<file path="config.mk">
export PLATFORM = sky130hd
export DESIGN_NAME = seq_shift_mult
export DESIGN_NICKNAME = d
export VERILOG_FILES = /design/src/rtl/seq_mult_pkg.sv /design/src/rtl/mult_step_ctr.sv /design/src/rtl/mult_ctrl.sv /design/src/rtl/mult_datapath.sv /design/src/rtl/seq_shift_mult.sv
export SDC_FILE = /design/constraint.sdc
export NUM_CORES = 1
export LEC_CHECK = 0
export BUFFER_PORTS_ARGS = -buffer_cell sky130_fd_sc_hd__buf_2
export CAP_MARGIN = 10
export CORE_MARGIN = 2
export CORE_UTILIZATION = 40
export CTS_CLUSTER_SIZE = 10
export DETAILED_ROUTE_END_ITERATION = 6
export PLACE_DENSITY_LB_ADDON = 0.08
export SLEW_MARGIN = 20
export SYNTH_ARGS = -nofsm -noshare
export SYNTH_HDL_FRONTEND = slang
export SYNTH_SLANG_ARGS = --single-unit
</file>
<file path="constraint.sdc">
create_clock -name clk -period 1.8 [get_ports clk]
set_input_delay 0.27 -clock clk [delete_from_list [all_inputs] [get_ports clk]]
set_output_delay 0.27 -clock clk [all_outputs]
set_load 0.03 [all_outputs]
</file>
<file path="src/rtl/seq_mult_pkg.sv">
package seq_mult_pkg;

    typedef enum logic {
        ST_IDLE = 1'b0,
        ST_STEP = 1'b1
    } mult_state_e;

endpackage

</file>
<file path="src/rtl/mult_step_ctr.sv">
module mult_step_ctr #(
    parameter int WIDTH = 8
) (
    input  logic clk,
    input  logic rst,
    input  logic load,
    input  logic step,
    output logic final_step
);
    localparam int CW = $clog2(WIDTH + 1);

    typedef struct packed {
        logic [CW-1:0] cnt;
    } ctr_regs_t;

    ctr_regs_t r_q;
    ctr_regs_t r_d;

    always_comb begin
        r_d = r_q;
        if (load) begin
            r_d.cnt = CW'(WIDTH);
        end else if (step) begin
            r_d.cnt = r_q.cnt - CW'(1);
        end
    end

    always_ff @(posedge clk) begin
        if (rst) begin
            r_q <= '0;
        end else begin
            r_q <= r_d;
        end
    end

    // Decrement reaches zero in this cycle: decision made on the next value
    assign final_step = (r_q.cnt == CW'(1));

    assert_cnt_range_R7: assert property (@(posedge clk) disable iff (rst)
        r_q.cnt <= CW'(WIDTH));

    assert_cnt_live_R7: assert property (@(posedge clk) disable iff (rst)
        step |-> (r_q.cnt != '0));

endmodule

</file>
<file path="src/rtl/mult_ctrl.sv">
module mult_ctrl
    import seq_mult_pkg::*;
(
    input  logic clk,
    input  logic rst,
    input  logic start,
    input  logic final_step,
    output logic load,
    output logic step,
    output logic ready
);
    typedef struct packed {
        mult_state_e state;
    } ctrl_regs_t;

    ctrl_regs_t r_q;
    ctrl_regs_t r_d;

    always_comb begin
        r_d   = r_q;
        load  = 1'b0;
        step  = 1'b0;
        ready = 1'b0;
        unique case (r_q.state)
            ST_IDLE: begin
                ready = 1'b1;
                if (start) begin
                    load      = 1'b1;
                    r_d.state = ST_STEP;
                end
            end
            ST_STEP: begin
                step = 1'b1;
                if (final_step) begin
                    r_d.state = ST_IDLE;
                end
            end
            default: r_d.state = ST_IDLE;
        endcase
    end

    always_ff @(posedge clk) begin
        if (rst) begin
            r_q.state <= ST_IDLE;
        end else begin
            r_q <= r_d;
        end
    end

    assert_accept_R2: assert property (@(posedge clk) disable iff (rst)
        (r_q.state == ST_IDLE && start) |=> !ready);

    assert_finish_R7: assert property (@(posedge clk) disable iff (rst)
        (r_q.state == ST_STEP && final_step) |=> ready);

    assert_busy_R4: assert property (@(posedge clk) disable iff (rst)
        (r_q.state == ST_STEP && !final_step) |=> !ready);

endmodule

</file>
<file path="src/rtl/mult_datapath.sv">
module mult_datapath #(
    parameter int WIDTH = 8
) (
    input  logic               clk,
    input  logic               rst,
    input  logic               load,
    input  logic               step,
    input  logic [WIDTH-1:0]   mcand_in,
    input  logic [WIDTH-1:0]   mplier_in,
    output logic [2*WIDTH-1:0] prod
);
    localparam int PW = 2 * WIDTH;

    typedef struct packed {
        logic [WIDTH-1:0] mcand;
        logic [PW-1:0]    acc;
    } dp_regs_t;

    dp_regs_t r_q;
    dp_regs_t r_d;

    logic [WIDTH:0] partial;

    always_comb begin
        r_d     = r_q;
        partial = {1'b0, r_q.acc[PW-1:WIDTH]}
                + (r_q.acc[0] ? {1'b0, r_q.mcand} : '0);
        if (load) begin
            r_d.mcand = mcand_in;
            r_d.acc   = {{WIDTH{1'b0}}, mplier_in};
        end else if (step) begin
            // carry, upper sum and remaining multiplier bits move right together
            r_d.acc = {partial, r_q.acc[WIDTH-1:1]};
        end
    end

    always_ff @(posedge clk) begin
        if (rst) begin
            r_q <= '0;
        end else begin
            r_q <= r_d;
        end
    end

    assign prod = r_q.acc;

    assert_onehot_ctl_R4: assert property (@(posedge clk) disable iff (rst)
        $onehot0({load, step}));

    assert_mcand_keep_R6: assert property (@(posedge clk) disable iff (rst)
        step |=> $stable(r_q.mcand));

endmodule

</file>
<file path="src/rtl/seq_shift_mult.sv">
module seq_shift_mult #(
    parameter int WIDTH = 8
) (
    input  logic               clk,
    input  logic               rst,
    input  logic               start,
    input  logic [WIDTH-1:0]   op_a,
    input  logic [WIDTH-1:0]   op_b,
    output logic [2*WIDTH-1:0] prod,
    output logic               ready
);
    logic load;
    logic step;
    logic final_step;

    mult_ctrl u_ctrl (
        .clk        (clk),
        .rst        (rst),
        .start      (start),
        .final_step (final_step),
        .load       (load),
        .step       (step),
        .ready      (ready)
    );

    mult_step_ctr #(.WIDTH(WIDTH)) u_ctr (
        .clk        (clk),
        .rst        (rst),
        .load       (load),
        .step       (step),
        .final_step (final_step)
    );

    mult_datapath #(.WIDTH(WIDTH)) u_dp (
        .clk       (clk),
        .rst       (rst),
        .load      (load),
        .step      (step),
        .mcand_in  (op_a),
        .mplier_in (op_b),
        .prod      (prod)
    );

    assert_hold_R5: assert property (@(posedge clk) disable iff (rst)
        (ready && !start) |=> $stable(prod));

endmodule

</file>
# --- Yosys cells after proc, flatten, opt, wreduce, memory -nomap -nowiden ---
# Cells that the tools add are included.
op_classes:
  bitwise: 1
  reduce_logical: 2
  addsub: 2
  muxes: 11
  eq_ne: 1
ops:
  columns: ["op", "count"]
  rows:
  - ["2-to-1 mux 8 bit", 3]
  - ["adder 8 x 8 -> 9 bit", 1]
  - ["2-to-1 mux 4 bit", 2]
  - ["2-to-1 mux 1 bit", 5]
  - ["equality test 4 x 1 -> 1 bit (second input constant)", 1]
  - ["subtractor 4 x 1 -> 4 bit (second input constant)", 1]
  - ["case mux 1 bit (2 select lines)", 1]
  - ["nonzero test 2 bit", 1]
  - ["OR reduction 2 bit", 1]
  - ["inverter 1 bit", 1]
word_totals:
  ff_bits: 29
  wordCells: 23
  inputBits: 19
  out_inout_bits: 17

# --- Longest topological paths before layout ---
logic_depth:
  word_depth: 4
  mapped_depth: 7
  depth_no_buf: 7

# --- By module ---
# Synthesis repeated with hierarchy kept, for this count alone.
hier_totals:
  hier_cells: 193
  area_unflattened_um2: 1697.9
by_module_without_submodules:
  columns: ["module", "n_inst", "seq_area_each_um2", "cells_each", "area_each_um2"]
  rows:
  - ["mult_datapath", 1, 480.5, 168, 1448.9]
  - ["mult_step_ctr", 1, 80.1, 20, 205.2]
  - ["mult_ctrl", 1, 20.0, 5, 43.8]

# --- Worst setup path after synthesis ---
# No wires, ideal clock.
synth_path:
  path_kind: "reg2reg"
  startpoint: "reg u_dp.r_q (netlist bit u_dp.prod[0])"
  endpoint: "reg u_dp.r_q (netlist bit u_dp.prod[15])"
  stages_incl_launch_ff: 8
  setup_time_ns: 0.125
  period_less_slack_ns: 1.878
  path_slack_ns: -0.078
  path_buffers: 0
  required_time_ns: 1.675
  arrival_time_ns: 1.753
  cell_sequence: "dfxtp_1 and2_1 ha_1 fa_1 nand3_1 a31oi_1 o21a_1 o41a_1"
synth_between:
  elab_chain_len: 2
synth_rtl:
  columns: ["element", "line", "source"]
  rows:
  - ["from (decl)", "mult_datapath.sv:19", "dp_regs_t r_q;"]
  - ["from (signal assigned)", "mult_datapath.sv:41", "r_q <= r_d;"]
  - ["2-to-1 mux 8 bit", "mult_datapath.sv:27", "+ (r_q.acc[0] ? {1'b0, r_q.mcand} : '0);"]
  - ["adder 8 x 8 -> 9 bit", "mult_datapath.sv:27", null]
# No other way between the ends.
# A chain may end at the register's enable or synchronous reset.

# --- Worst setup path after layout ---
# Ends and elaborated chain as after synthesis.

==> metrics.md <==
| Metric | Value |
|---|---|
| Global route total overflow | `0` |
| Num CTS Buffers | `5` |
| Psw | `0.403 mW` |
| Ranking of synthesized cells by area | `dfxtp_1 (35%), mux2i_1 (9.6%), nor2_1 (8.4%), buf_4 (7.7%), ha_1 (7.5%)` |
| Sequential cell area fraction in the yosys report | `34.9%` |
| Slew @ Worst Pin | `0.537 ns` |
| Number of global-route vias before repair | `1,266` |
| Max Root-Sink Buffers | `2` |
| Syn. warnings | `0` |
| Fmax | `0.561 GHz` |
| Buf/Inv on CP | `0` |
| TritonCTS clock tree | `yes` |
| Total core area | `4000 sq um` |
| First-pass GRT wire length | `5650 um` |
| I/O Pins | `36` |
| Drt pass-1 iters | `4` |
| Initial antenna violation count | `0` |
| Maximum vdd drop | `387 uV` |
| Critical path's top delay family | `compound AO/OA/AOI/OAI gates` |
| CP Launch Type | `flip-flop` |
| Clk Tree Root Cell | `clkbuf_8` |
| Final setup margin | `0.0169 ns` |
| Cell Area, Placed | `1780 sq um` |
| Worst reg2reg setup slack | `0.02 ns` |
| Run status | `finished clean` |
| Reg-to-reg critical path endpoint | `u_dp.prod[15]$_SDFFE_PP0P_` |
| Wirelength per Cell | `13.3 um` |
| Async S/R FF share, synth | `0%` |
| Hold Crit Class | `input pin to flip-flop` |
| Die W | `68.5 um` |
| RSZ-0062 raised after global routing | `yes` |
| Fin nets | `246` |
| Total number of vias | `1,337` |
| Overall Global Routing Usage | `16.6%` |
| # clock sinks | `29` |
| Design area | `1950 sq um` |
| Starting density of the core | `41.5%` |
| Synthesized instance count | `193` |
| H-tree levels | `2` |
| Final hold vios | `0` |
| Pwr Density | `742 nW/um^2` |
| Worst path max stage delay | `0.36 ns` |
| DRC Markers | `0` |
| Critical Path AT | `1.95 ns` |
| Clk_skew | `0.00429 ns` |
| Pleak | `0.879 nW` |
| Synth Net Count | `223` |
| Int Pwr | `1.04 mW` |
| Routability Congestion | `0.828` |
| Critical-path top delay cell | `fa_2` |
| Share of the synthesized area in the top cell type | `34.9%` |
| CP Class | `flip-flop to flip-flop` |
| R2r worst-path depth | `7` |
| Dpl hpwl | `2580 um` |
| DR vias/cell | `5.01` |
| Mapped Area | `1660 sq um` |
| DR iter-0 viols | `39` |
| Final setup fails | `0` |
| FP Rows | `23` |
| DIE HEIGHT | `68.5 um` |
| Main synth FF type | `dfxtp_1` |
| Final worst path period share | `99.1%` |
| Comb pwr share | `16.6%` |
| Seq pwr share | `48.5%` |
| Post-Place Worst Slack | `-0.0484 ns` |
| Setup TNS | `0 ns` |
| Synthesized area per cell | `8.61 sq um` |
| Area grow syn2layout | `17.5%` |
| Clock group share of total power | `34.9%` |
| EDFF count, synth | `0` |
| Share of layout cells above drive strength 1 | `30.0%` |
| Hold Path End | `u_dp.r_q[19]$_SDFFE_PP0P_` |
| ANT cells | `0` |
| Fin. max-slew vios | `0` |
| Clock-pin transition on the worst setup and hold timing paths | `0.06 ns` |
| Reg2Reg Launch Point | `u_dp.prod[0]$_SDFFE_PP0P_` |
| Largest net degree at the start of global routing | `31` |
| Total die area | `4690 sq um` |
| Final Routed Wirelength | `3540 um` |
| Sequence of cells on the critical path | `and2_4 -> ha_4 -> fa_2 -> nand3_2 -> a31oi_2 -> o21a_1 -> o41a_1` |
| Biggest area consumer among synthesized cells | `dfxtp_1` |
| Switching Fraction | `27.8%` |
| Crit end category | `flip-flop` |
| Normalized max-slew margin | `64.2%` |
| Worst-path maximum fanout | `6` |
| Skew-Pair Late Insertion Delay | `0.28 ns` |
| Hold Startpoint | `op_a[3]` |
| Flops & latches, synth | `29` |
| Req. time, crit path | `1.96 ns` |
| Max-cap viol count | `0` |
| Final ANT Viol Nets | `0` |
| Tmin final | `1.78 ns` |
| Count of input and output buffers | `35` |
| Cell variety after synth | `36` |
| Hold depth | `3` |
[layout by cell type, fill, tap and decap left out, types with 2 or more instances in the layout]
cell        n
ha_4        5
buf_4       6
clkinv_2    2
nor2_1     37
o21ai_1     2
xnor2_1     4
ha_1        4
mux2i_1    16
a31oi_1     3
nand2_1     4
xor2_1      3
buf_2      35
dfxtp_1    28
nor3_1      6
and2_1      7
a211oi_1    3
a21oi_1    13
clkbuf_8    5
o21ai_0     2
inv_1       5
a2bb2oi_1   3
[metal layers]
metal  share of wire, %  wire length [um]  up-vias  track usage [%]
met5                  0                 0        -                0
li1                   -                 -      687                -
met3                3.4               120        4             5.10
met2                 48              1680       21             26.0
met1                 48              1690      625             20.5
met4                1.5                52        0             8.25
[state kept, by name (all words and copies together) (netlist names)]
| signal | count |
|---|---|
| u_ctr.r_q | 4 |
| u_dp.r_q | 8 |
| u_ctrl.r_q | 1 |
| u_dp.prod | 16 |
[power groups by stage]
| stage | registers, mW | clock network (mW) | logic, mW |
|---|---|---|---|
| floorplan | 0.711 | 0 | 0.198 |
| global placement | 0.715 | 0 | 0.234 |
| detailed placement | 0.717 | 0 | 0.240 |
| CTS | 0.703 | 0.534 | 0.242 |
| global route | 0.707 | 0.567 | 0.270 |
| finish | 0.703 | 0.505 | 0.240 |
[through the flow]
stage | utilization [%] | hold WS [ns] | power (mW) | cells
global route | 48.8 | 0.222 | 1.54 | 267
CTS | 47.7 | 0.216 | 1.48 | 267
finish | 48.8 | 0.226 | 1.45 | 267
global placement | 44.6 | 0.470 | 0.949 | 258
detailed placement | 44.6 | 0.483 | 0.957 | 258
floorplan | - | 0.417 | 0.908 | 193
[logic make-up (layout without fill, tap and decap cells)]
group                      Yosys count  after routing  share of synthesized area (%)
AOI/OAI and AO/OA                   35             35                           13.6
buffers and inverters               31             55                           11.2
and+or+nand+nor                     63             63                           17.5
DFF                                 29             29                           34.9
adders and majority gates           11             11                           8.73
muxes                               17             17                           10.3
xor gates and xnor gates             7              7                           3.69
[area by class of cell]
type | instances | area [sq um]
Fill cell | 421 | 2050
Multi-Input combinational cell | 133 | 982
Sequential cell | 29 | 582
Timing Repair Buffer | 41 | 220
Clock buffer | 6 | 72.6
Tap cell | 50 | 62.6
Inverter | 6 | 22.5
Clock inverter | 2 | 10.0
[worst register-to-register path: stages (launching register included)]
cell     delay, ns
dfxtp_2       0.34
and2_4        0.14
ha_4          0.16
fa_2          0.36
nand3_2       0.08
a31oi_2       0.09
o21a_1        0.20
o41a_1        0.30
[cells in the mapped netlist, types with 3 or more instances]
| master | instances |
|---|---|
| a21oi_1 | 13 |
| a2bb2oi_1 | 3 |
| buf_4 | 17 |
| inv_1 | 5 |
| xor2_1 | 3 |
| o21ai_0 | 4 |
| clkbuf_1 | 3 |
| ha_1 | 10 |
| a31oi_1 | 4 |
| mux2i_1 | 16 |
| nor3_1 | 6 |
| buf_2 | 5 |
| dfxtp_1 | 29 |
| and2_1 | 8 |
| nor2_1 | 37 |
| nand2_1 | 4 |
| xnor2_1 | 4 |
| a211oi_1 | 3 |
[worst max path at each step]
stage | from | endpoint | slack [ns] | cells past startpoint
after detailed placement | u_dp.prod[0]$_SDFFE_PP0P_ | u_dp.prod[15]$_SDFFE_PP0P_ | -0.05 | 7
after CTS | u_dp.prod[0]$_SDFFE_PP0P_ | u_dp.prod[15]$_SDFFE_PP0P_ | 0.005 | 7
after global placement | u_dp.prod[0]$_SDFFE_PP0P_ | u_dp.prod[15]$_SDFFE_PP0P_ | -0.04 | 7
after floorplan | u_dp.prod[0]$_SDFFE_PP0P_ | u_dp.prod[15]$_SDFFE_PP0P_ | 0.005 | 7
final | u_dp.prod[0]$_SDFFE_PP0P_ | u_dp.prod[15]$_SDFFE_PP0P_ | 0.02 | 7
after global routing | u_dp.prod[0]$_SDFFE_PP0P_ | u_dp.prod[15]$_SDFFE_PP0P_ | -0.05 | 7
[repair_timing]
| item | in CTS | in global routing |
|---|---|---|
| endpoints found under the setup margin | 3 | 4 |
| gates resized for setup | 7 | 5 |
| buffers inserted | 1 | 0 |
| pin swaps | 4 | 3 |
| hold buffers | 0 | 0 |
| gates cloned | 0 | 0 |
Note: power is estimated with default switching activity, not from simulation.
